`src/rtl/saf_pkg.sv`:
```
package saf_pkg;

    localparam int MAC_W       = 48;
    localparam int BYTE_W      = 8;
    localparam int SLOT_BYTES  = 12;
    localparam int ADDR_BYTES  = 6;
    localparam int MIN_FRAME   = 14;

    typedef logic [MAC_W-1:0] mac_t;

    typedef struct packed {
        logic promisc;
        logic rx_all;
        logic pass_mcast;
        logic inverse;
    } mode_t;

    typedef struct packed {
        logic accept;
        logic filt_fail;
        logic mcast;
    } verdict_t;

    typedef struct packed {
        logic       used;
        logic [2:0] lane;
    } lane_t;

    // Position inside a 12-byte slot -> address byte lane (or unused)
    function automatic lane_t lane_of(input logic [3:0] pos);
        lane_t l;
        l.used = 1'b1;
        case (pos)
            4'd0:    l.lane = 3'd0;
            4'd1:    l.lane = 3'd1;
            4'd4:    l.lane = 3'd2;
            4'd5:    l.lane = 3'd3;
            4'd8:    l.lane = 3'd4;
            4'd9:    l.lane = 3'd5;
            default: begin
                l.used = 1'b0;
                l.lane = 3'd0;
            end
        endcase
        return l;
    endfunction

    // Priority: short frame, broadcast, promiscuous/all, multicast, match
    function automatic verdict_t judge(input mac_t addr, input logic short_frame,
                                       input mode_t m, input logic hit);
        verdict_t v;
        v = '0;
        if (short_frame) begin
            v = '0;
        end else if (&addr) begin
            v.accept = 1'b1;
        end else if (m.promisc || m.rx_all) begin
            v.accept    = 1'b1;
            v.filt_fail = 1'b1;
        end else if (m.pass_mcast && addr[0]) begin
            v.accept = 1'b1;
            v.mcast  = 1'b1;
        end else begin
            v.accept = hit ^ m.inverse;
        end
        return v;
    endfunction

endpackage

```
`src/rtl/saf_loader.sv`:
```
module saf_loader
    import saf_pkg::*;
#(
    parameter int N_ENT = 16,
    parameter int LEN_W = 12
) (
    input  logic                     clk,
    input  logic                     rst,
    input  logic                     setup_start,
    input  logic [LEN_W-1:0]         setup_len,
    input  logic                     setup_valid,
    input  logic [BYTE_W-1:0]        setup_byte,
    output logic                     busy,
    output logic                     wr_en,
    output logic [$clog2(N_ENT)-1:0] wr_slot,
    output logic [2:0]               wr_lane,
    output logic [BYTE_W-1:0]        wr_data
);
    localparam int IDX_W     = $clog2(N_ENT);
    localparam int SETUP_LEN = N_ENT * SLOT_BYTES;

    logic [IDX_W-1:0] slot_q;
    logic [3:0]       pos_q;
    lane_t            cur;
    logic             take;
    logic             last_byte;

    assign cur       = lane_of(pos_q);
    assign take      = busy && setup_valid;
    assign last_byte = take && (slot_q == IDX_W'(N_ENT - 1))
                            && (pos_q == 4'(SLOT_BYTES - 1));

    assign wr_en   = take && cur.used;
    assign wr_slot = slot_q;
    assign wr_lane = cur.lane;
    assign wr_data = setup_byte;

    always_ff @(posedge clk) begin
        if (rst) begin
            busy   <= 1'b0;
            slot_q <= '0;
            pos_q  <= '0;
        end else if (!busy) begin
            if (setup_start && (setup_len == LEN_W'(SETUP_LEN))) begin
                busy   <= 1'b1;
                slot_q <= '0;
                pos_q  <= '0;
            end
        end else if (take) begin
            if (last_byte) begin
                busy <= 1'b0;
            end
            if (pos_q == 4'(SLOT_BYTES - 1)) begin
                pos_q  <= '0;
                slot_q <= slot_q + 1'b1;
            end else begin
                pos_q <= pos_q + 1'b1;
            end
        end
    end
endmodule

```
`src/rtl/saf_table.sv`:
```
module saf_table
    import saf_pkg::*;
#(
    parameter int N_ENT = 16
) (
    input  logic                     clk,
    input  logic                     rst,
    input  logic                     wr_en,
    input  logic [$clog2(N_ENT)-1:0] wr_slot,
    input  logic [2:0]               wr_lane,
    input  logic [BYTE_W-1:0]        wr_data,
    input  logic [$clog2(N_ENT)-1:0] rd_idx,
    output mac_t                     rd_entry
);
    mac_t ent [N_ENT];

    for (genvar g = 0; g < N_ENT; g++) begin : g_ent
        always_ff @(posedge clk) begin
            if (rst) begin
                ent[g] <= '0;
            end else if (wr_en && (wr_slot == $clog2(N_ENT)'(g))) begin
                ent[g][wr_lane*BYTE_W +: BYTE_W] <= wr_data;
            end
        end
    end

    assign rd_entry = ent[rd_idx];
endmodule

```
`src/rtl/saf_scan.sv`:
```
module saf_scan
    import saf_pkg::*;
#(
    parameter int N_ENT = 16,
    parameter int LEN_W = 12
) (
    input  logic                     clk,
    input  logic                     rst,
    input  logic                     start,
    input  mac_t                     addr,
    input  logic [LEN_W-1:0]         len,
    input  mode_t                    mode,
    input  mac_t                     entry,
    output logic [$clog2(N_ENT)-1:0] rd_idx,
    output logic                     done,
    output verdict_t                 verdict
);
    localparam int IDX_W = $clog2(N_ENT);

    typedef enum logic {S_IDLE, S_SCAN} state_t;

    state_t           state;
    logic [IDX_W-1:0] idx_q;
    logic             hit_q;
    mac_t             addr_q;
    logic             short_q;
    mode_t            mode_q;
    logic             match;

    assign match  = (entry == addr_q);
    assign rd_idx = idx_q;

    always_ff @(posedge clk) begin
        if (rst) begin
            state   <= S_IDLE;
            idx_q   <= '0;
            hit_q   <= 1'b0;
            addr_q  <= '0;
            short_q <= 1'b0;
            mode_q  <= '0;
            done    <= 1'b0;
            verdict <= '0;
        end else begin
            done <= 1'b0;
            case (state)
                S_IDLE: begin
                    if (start) begin
                        state   <= S_SCAN;
                        idx_q   <= '0;
                        hit_q   <= 1'b0;
                        addr_q  <= addr;
                        short_q <= (len < LEN_W'(MIN_FRAME));
                        mode_q  <= mode;
                    end
                end
                S_SCAN: begin
                    if (idx_q == IDX_W'(N_ENT - 1)) begin
                        state   <= S_IDLE;
                        done    <= 1'b1;
                        verdict <= judge(addr_q, short_q, mode_q, hit_q | match);
                    end else begin
                        idx_q <= idx_q + 1'b1;
                        hit_q <= hit_q | match;
                    end
                end
                default: state <= S_IDLE;
            endcase
        end
    end
endmodule

```
`src/rtl/station_addr_filter.sv`:
```
module station_addr_filter
    import saf_pkg::*;
#(
    parameter int N_ENT = 16,
    parameter int LEN_W = 12
) (
    input  logic              clk,
    input  logic              rst,
    input  logic              setup_start,
    input  logic [LEN_W-1:0]  setup_len,
    input  logic              setup_valid,
    input  logic [7:0]        setup_byte,
    output logic              setup_busy,
    input  logic              lookup_start,
    input  logic [47:0]       lookup_addr,
    input  logic [LEN_W-1:0]  lookup_len,
    input  logic              mode_promisc,
    input  logic              mode_rx_all,
    input  logic              mode_pass_mcast,
    input  logic              mode_inverse,
    output logic              done,
    output logic              accept,
    output logic              flag_filt_fail,
    output logic              flag_mcast
);
    localparam int IDX_W = $clog2(N_ENT);

    logic              wr_en;
    logic [IDX_W-1:0]  wr_slot;
    logic [2:0]        wr_lane;
    logic [BYTE_W-1:0] wr_data;
    logic [IDX_W-1:0]  rd_idx;
    mac_t              rd_entry;
    mode_t             mode;
    verdict_t          verdict;

    assign mode = '{promisc: mode_promisc, rx_all: mode_rx_all,
                    pass_mcast: mode_pass_mcast, inverse: mode_inverse};

    saf_loader #(.N_ENT(N_ENT), .LEN_W(LEN_W)) u_loader (
        .clk(clk), .rst(rst),
        .setup_start(setup_start), .setup_len(setup_len),
        .setup_valid(setup_valid), .setup_byte(setup_byte),
        .busy(setup_busy),
        .wr_en(wr_en), .wr_slot(wr_slot), .wr_lane(wr_lane), .wr_data(wr_data)
    );

    saf_table #(.N_ENT(N_ENT)) u_table (
        .clk(clk), .rst(rst),
        .wr_en(wr_en), .wr_slot(wr_slot), .wr_lane(wr_lane), .wr_data(wr_data),
        .rd_idx(rd_idx), .rd_entry(rd_entry)
    );

    saf_scan #(.N_ENT(N_ENT), .LEN_W(LEN_W)) u_scan (
        .clk(clk), .rst(rst),
        .start(lookup_start), .addr(lookup_addr), .len(lookup_len), .mode(mode),
        .entry(rd_entry), .rd_idx(rd_idx),
        .done(done), .verdict(verdict)
    );

    assign accept         = verdict.accept;
    assign flag_filt_fail = verdict.filt_fail;
    assign flag_mcast     = verdict.mcast;
endmodule

```
`config.mk`:
```
export PLATFORM = sky130hd
export DESIGN_NAME = station_addr_filter
export DESIGN_NICKNAME = d
export VERILOG_FILES = /design/src/rtl/saf_pkg.sv /design/src/rtl/saf_loader.sv /design/src/rtl/saf_table.sv /design/src/rtl/saf_scan.sv /design/src/rtl/station_addr_filter.sv
export SDC_FILE = /design/constraint.sdc
export NUM_CORES = 1
export LEC_CHECK = 0
export CAP_MARGIN = 5
export CELL_PAD_IN_SITES_DETAIL_PLACEMENT = 1
export CELL_PAD_IN_SITES_GLOBAL_PLACEMENT = 1
export CORE_ASPECT_RATIO = 0.9
export CORE_MARGIN = 2
export CORE_UTILIZATION = 42
export CTS_BUF_LIST = sky130_fd_sc_hd__clkbuf_4 sky130_fd_sc_hd__clkbuf_8
export CTS_CLUSTER_DIAMETER = 50
export CTS_CLUSTER_SIZE = 24
export DETAILED_ROUTE_END_ITERATION = 8
export PLACE_DENSITY = 0.79
export SLEW_MARGIN = 20
export SYNTH_ARGS = -nofsm -noshare
export SYNTH_HDL_FRONTEND = slang
export SYNTH_SLANG_ARGS = --single-unit
```
`constraint.sdc`:
```
create_clock -name clk -period 3.7 [get_ports clk]
set_input_delay 1.11 -clock clk [delete_from_list [all_inputs] [get_ports clk]]
set_output_delay 1.11 -clock clk [all_outputs]
set_load 0.01 [all_outputs]
```
==> flow_summary.toml <==
[worst_setup_path]
cp-start-kind = "register"
crit_chain = "buf_12, buf_12, mux4_2, mux2i_1, mux2i_1, xnor2_1, nand4_1, nor4_2, nand4_1, buf_4, or4_1, and3_1"
cp-end-kind = "register"
r2r_end = "u_scan.verdict[2]"
worstPathRequired_ps = 4340
cp_max_fo = 23
critical_path.slowest_cell = "dfxtp_2"
regToRegSetupSlack_ps = -70
crit_path_end = "u_scan.verdict[2]"
path_depth = 12
critPathBufInv = 3
crit_type = "reg -> reg"
cp.arrival_ps = 4400
critical-path-top-delay-family = "simple AND/OR/NAND/NOR gates"
r2r_cells = 12
slowest_delay_ps = 680

[drt]
routedWlPerCell_um = 28.8
ant_nets = 0
drtIter0Drc = 3554
vias = 26500
detail_route.drc_violations = 0
drt-vias-per-instance = 5.91
wl_mm = 129
drt_first_pass_iters = 5

[yosys]
ys.flop_type = "edfxtp_1"
synth_top_area_share_pct = 59.1
synth_commonest_cells = "768 x edfxtp_1, 388 x and2_1, 364 x nor2_1"
yosysSeqAreaShare_pct = 63.0
async_reset_ff_share_pct = 0
syn_nets = 2969
ys_ff_latch = 844
synth_area_um2 = 39000
synth_cells = 2870
synth_edf_count = 768
synthDistinctLibCells = 65
yosysTopAreaCell = "edfxtp_1"
synth_most_common_cell = "edfxtp_1"
synth.area.top_cells = "edfxtp_1 59%, mux4_2 10%, and2_1 6.2%"
yosysWarnings = 0
syn_area_per_cell_um2 = 13.6

[run_status]
failed_checks = "setup timing"
status = "finished with violations"

[global_route]
grt_pass1_vias = 27700
grt_usage_pct = 26.9
grt_pass1_wl_mm = 189
antenna_found_initial = 6
grt_max_degree = 128
grt_overflow = 0

[timing]
fmax_mhz = 266
relSlewSlack_pct = 37.5
period_share_pct = 102
worst_pin_slew_ps = 928
final-setup-viol-count = 2
setup_ws_ps = -65.6
rsz0062_at_grt = "true"
period_minus_slack_ps = 3770
slew_violations = 0
fin_skew_ps = 41.9
hold_viol_final = 0

[floorplan]
fp.dieH_um = 293
rows = 106
ios = 94
start_util_pct = 42.2
dieArea_um2 = 95400
core_um2 = 92400
die_w_um = 325

[pwr]
powerDensity_nw_per_um2 = 445
vdd_drop_max_mv = 0.373
totalPowerFinal_w = 0.0203
power.leakage_nw = 15.9

[clock_network]
clk_latency_ps = 750
cts_buffers = 98
cts_tree = "built"
path_clk_slew_ps = 90
cts-root-buf = "clkbuf_8"
cts.sinks = 844
clk_path_buf_depth = 3
cts-htree-levels = 3

[place]
io_buffers = 92
place_ws_ps = -246
dp.cells = 4289
place_area_um2 = 43100
routabilityCongestion = 0.954
place_hpwl_mm = 91.2

[flow_run]
max_cap_violations = 0

[layout]
final_nets = 3253
stdcell_area_um2 = 45700
drive_above_1_share_pct = 23.5
stdcell_count = 4483
area_growth_pct = 17.0
fillers = 9194

[worst_hold_path]
worstHoldPathType = "reg -> reg"
## what timing repair did
action | CTS | global route
pin swaps | 0 | 1
setup endpoints to repair | 2 | 2
setup buffers | 4 | 3
resized for setup | 14 | 14
hold buffers | 0 | 0
## kinds of logic (layout without fill, tap and decap cells)
kind of cell / count (synthesis) / in the layout / synth area share (%)
compound gates: 154 / 154 / 2.56
xor+xnor: 77 / 77 / 1.73
fa+ha+maj: 10 / 10 / 0.321
buf+inv: 226 / 594 / 2.61
flops: 844 / 844 / 63.0
mux: 272 / 272 / 12.7
other cells: 0 / 3 / 0
simple gates: 1287 / 1287 / 17.1
## metal layers
| metal | up-vias | part of all wire [%] | GRT usage (%) |
|---|---|---|---|
| met2 | 1383 | 47 | 42.7 |
| met4 | 2 | 4.1 | 10.8 |
| met3 | 267 | 9.6 | 5.22 |
| met1 | 13800 | 39 | 36.7 |
| li1 | 11000 | - | - |
| met5 | - | 0.010 | 0.152 |
## flip-flops by register name, summed over array words and instances (netlist names), named ones only
| signal | count |
|---|---|
| u_table.ent | 768 |
| u_scan.short_q | 1 |
| u_scan.verdict | 3 |
| u_scan.rd_idx | 4 |
| u_loader.pos_q | 4 |
| u_scan.mode_q | 4 |
| u_loader.busy | 1 |
| u_loader.wr_slot | 4 |
| u_scan.done | 1 |
| u_scan.addr_q | 48 |
| u_scan.state | 1 |
| u_scan.hit_q | 1 |
## how the worst min path moves through the flow
stage	startpoint	endpoint	slack, ps	depth (start not counted)
floorplan	u_scan.mode_q[1]	u_scan.mode_q[1]	440	2
global route	u_scan.mode_q[2]	u_scan.mode_q[2]	510	2
global placement	u_scan.mode_q[1]	u_scan.mode_q[1]	460	2
detailed placement	u_scan.mode_q[2]	u_scan.mode_q[2]	480	2
finish	u_scan.mode_q[2]	u_scan.mode_q[2]	490	2
CTS	u_scan.mode_q[2]	u_scan.mode_q[2]	490	2
## per-stage QoR
stage	setup TNS, ps	util, %	hold WS [ps]
3_5_place_dp	-2990	46.6	482
5_1_grt	-414	49.4	511
3_3_place_gp	-489	46.6	461
4_1_cts	0	49.3	493
2_1_floorplan	0	-	437
6_report	-87.0	49.4	492
## worst register-to-register path: cells and delay by family (launching register included)
family                 cells  cell delay [ps]
AND/OR/NAND/NOR            5             1180
multiplexers               3              850
flip-flops                 1              680
buffers and inverters      3              610
XOR/XNOR                   1              340
## area by class of cell
cell class                 instances  area, µm²  area share, %
sequential                       844      24600           53.9
clock buffer                     109       1450           3.18
multi-input combinational       1800      13600           29.7
clock inverter                    75        831           1.82
tap                             1242       1550           3.40
timing repair buffer             400       3620           7.92
inverter                          10       37.5         0.0822
antenna                            3       7.51         0.0164
## report_power, final
part / total, W / internal (W) / leakage, nW / switching [W]
Clock: 0.00753 / 0.00345 / 1.17 / 0.00408
Combinational: 0.00174 / 0.000738 / 6.76 / 0.00100
Sequential: 0.0111 / 0.0108 / 7.95 / 0.000241
## cells in the final DEF (no fill, tap or decap), drive strengths merged, types with 4 or more instances in the layout
master | Yosys | routed
a22oi | 9 | 9
a21oi | 67 | 67
xor2 | 30 | 30
clkbuf | 160 | 109
nand2b | 43 | 43
a211oi | 4 | 4
nor4 | 21 | 21
ha | 10 | 10
clkinv | 1 | 26
nand2 | 194 | 194
nor2b | 11 | 11
o21ai | 11 | 11
clkinvlp | 0 | 6
bufinv | 0 | 8
mux2 | 5 | 5
a21o | 16 | 16
edfxtp | 768 | 768
or2 | 52 | 52
mux2i | 89 | 89
or3 | 4 | 4
a22o | 6 | 6
and4 | 5 | 5
clkdlybuf4s50 | 0 | 83
and2 | 388 | 388
dfxtp | 76 | 76
a221oi | 8 | 8
nand3 | 18 | 18
a2111oi | 4 | 4
inv | 9 | 45
o211ai | 4 | 4
buf | 56 | 317
a31oi | 7 | 7
xnor2 | 47 | 47
mux4 | 178 | 178
and3 | 131 | 131
nor3 | 12 | 12
nor2 | 364 | 364
nand4 | 29 | 29
No activity file was read; power rests on OpenSTA's default activity.
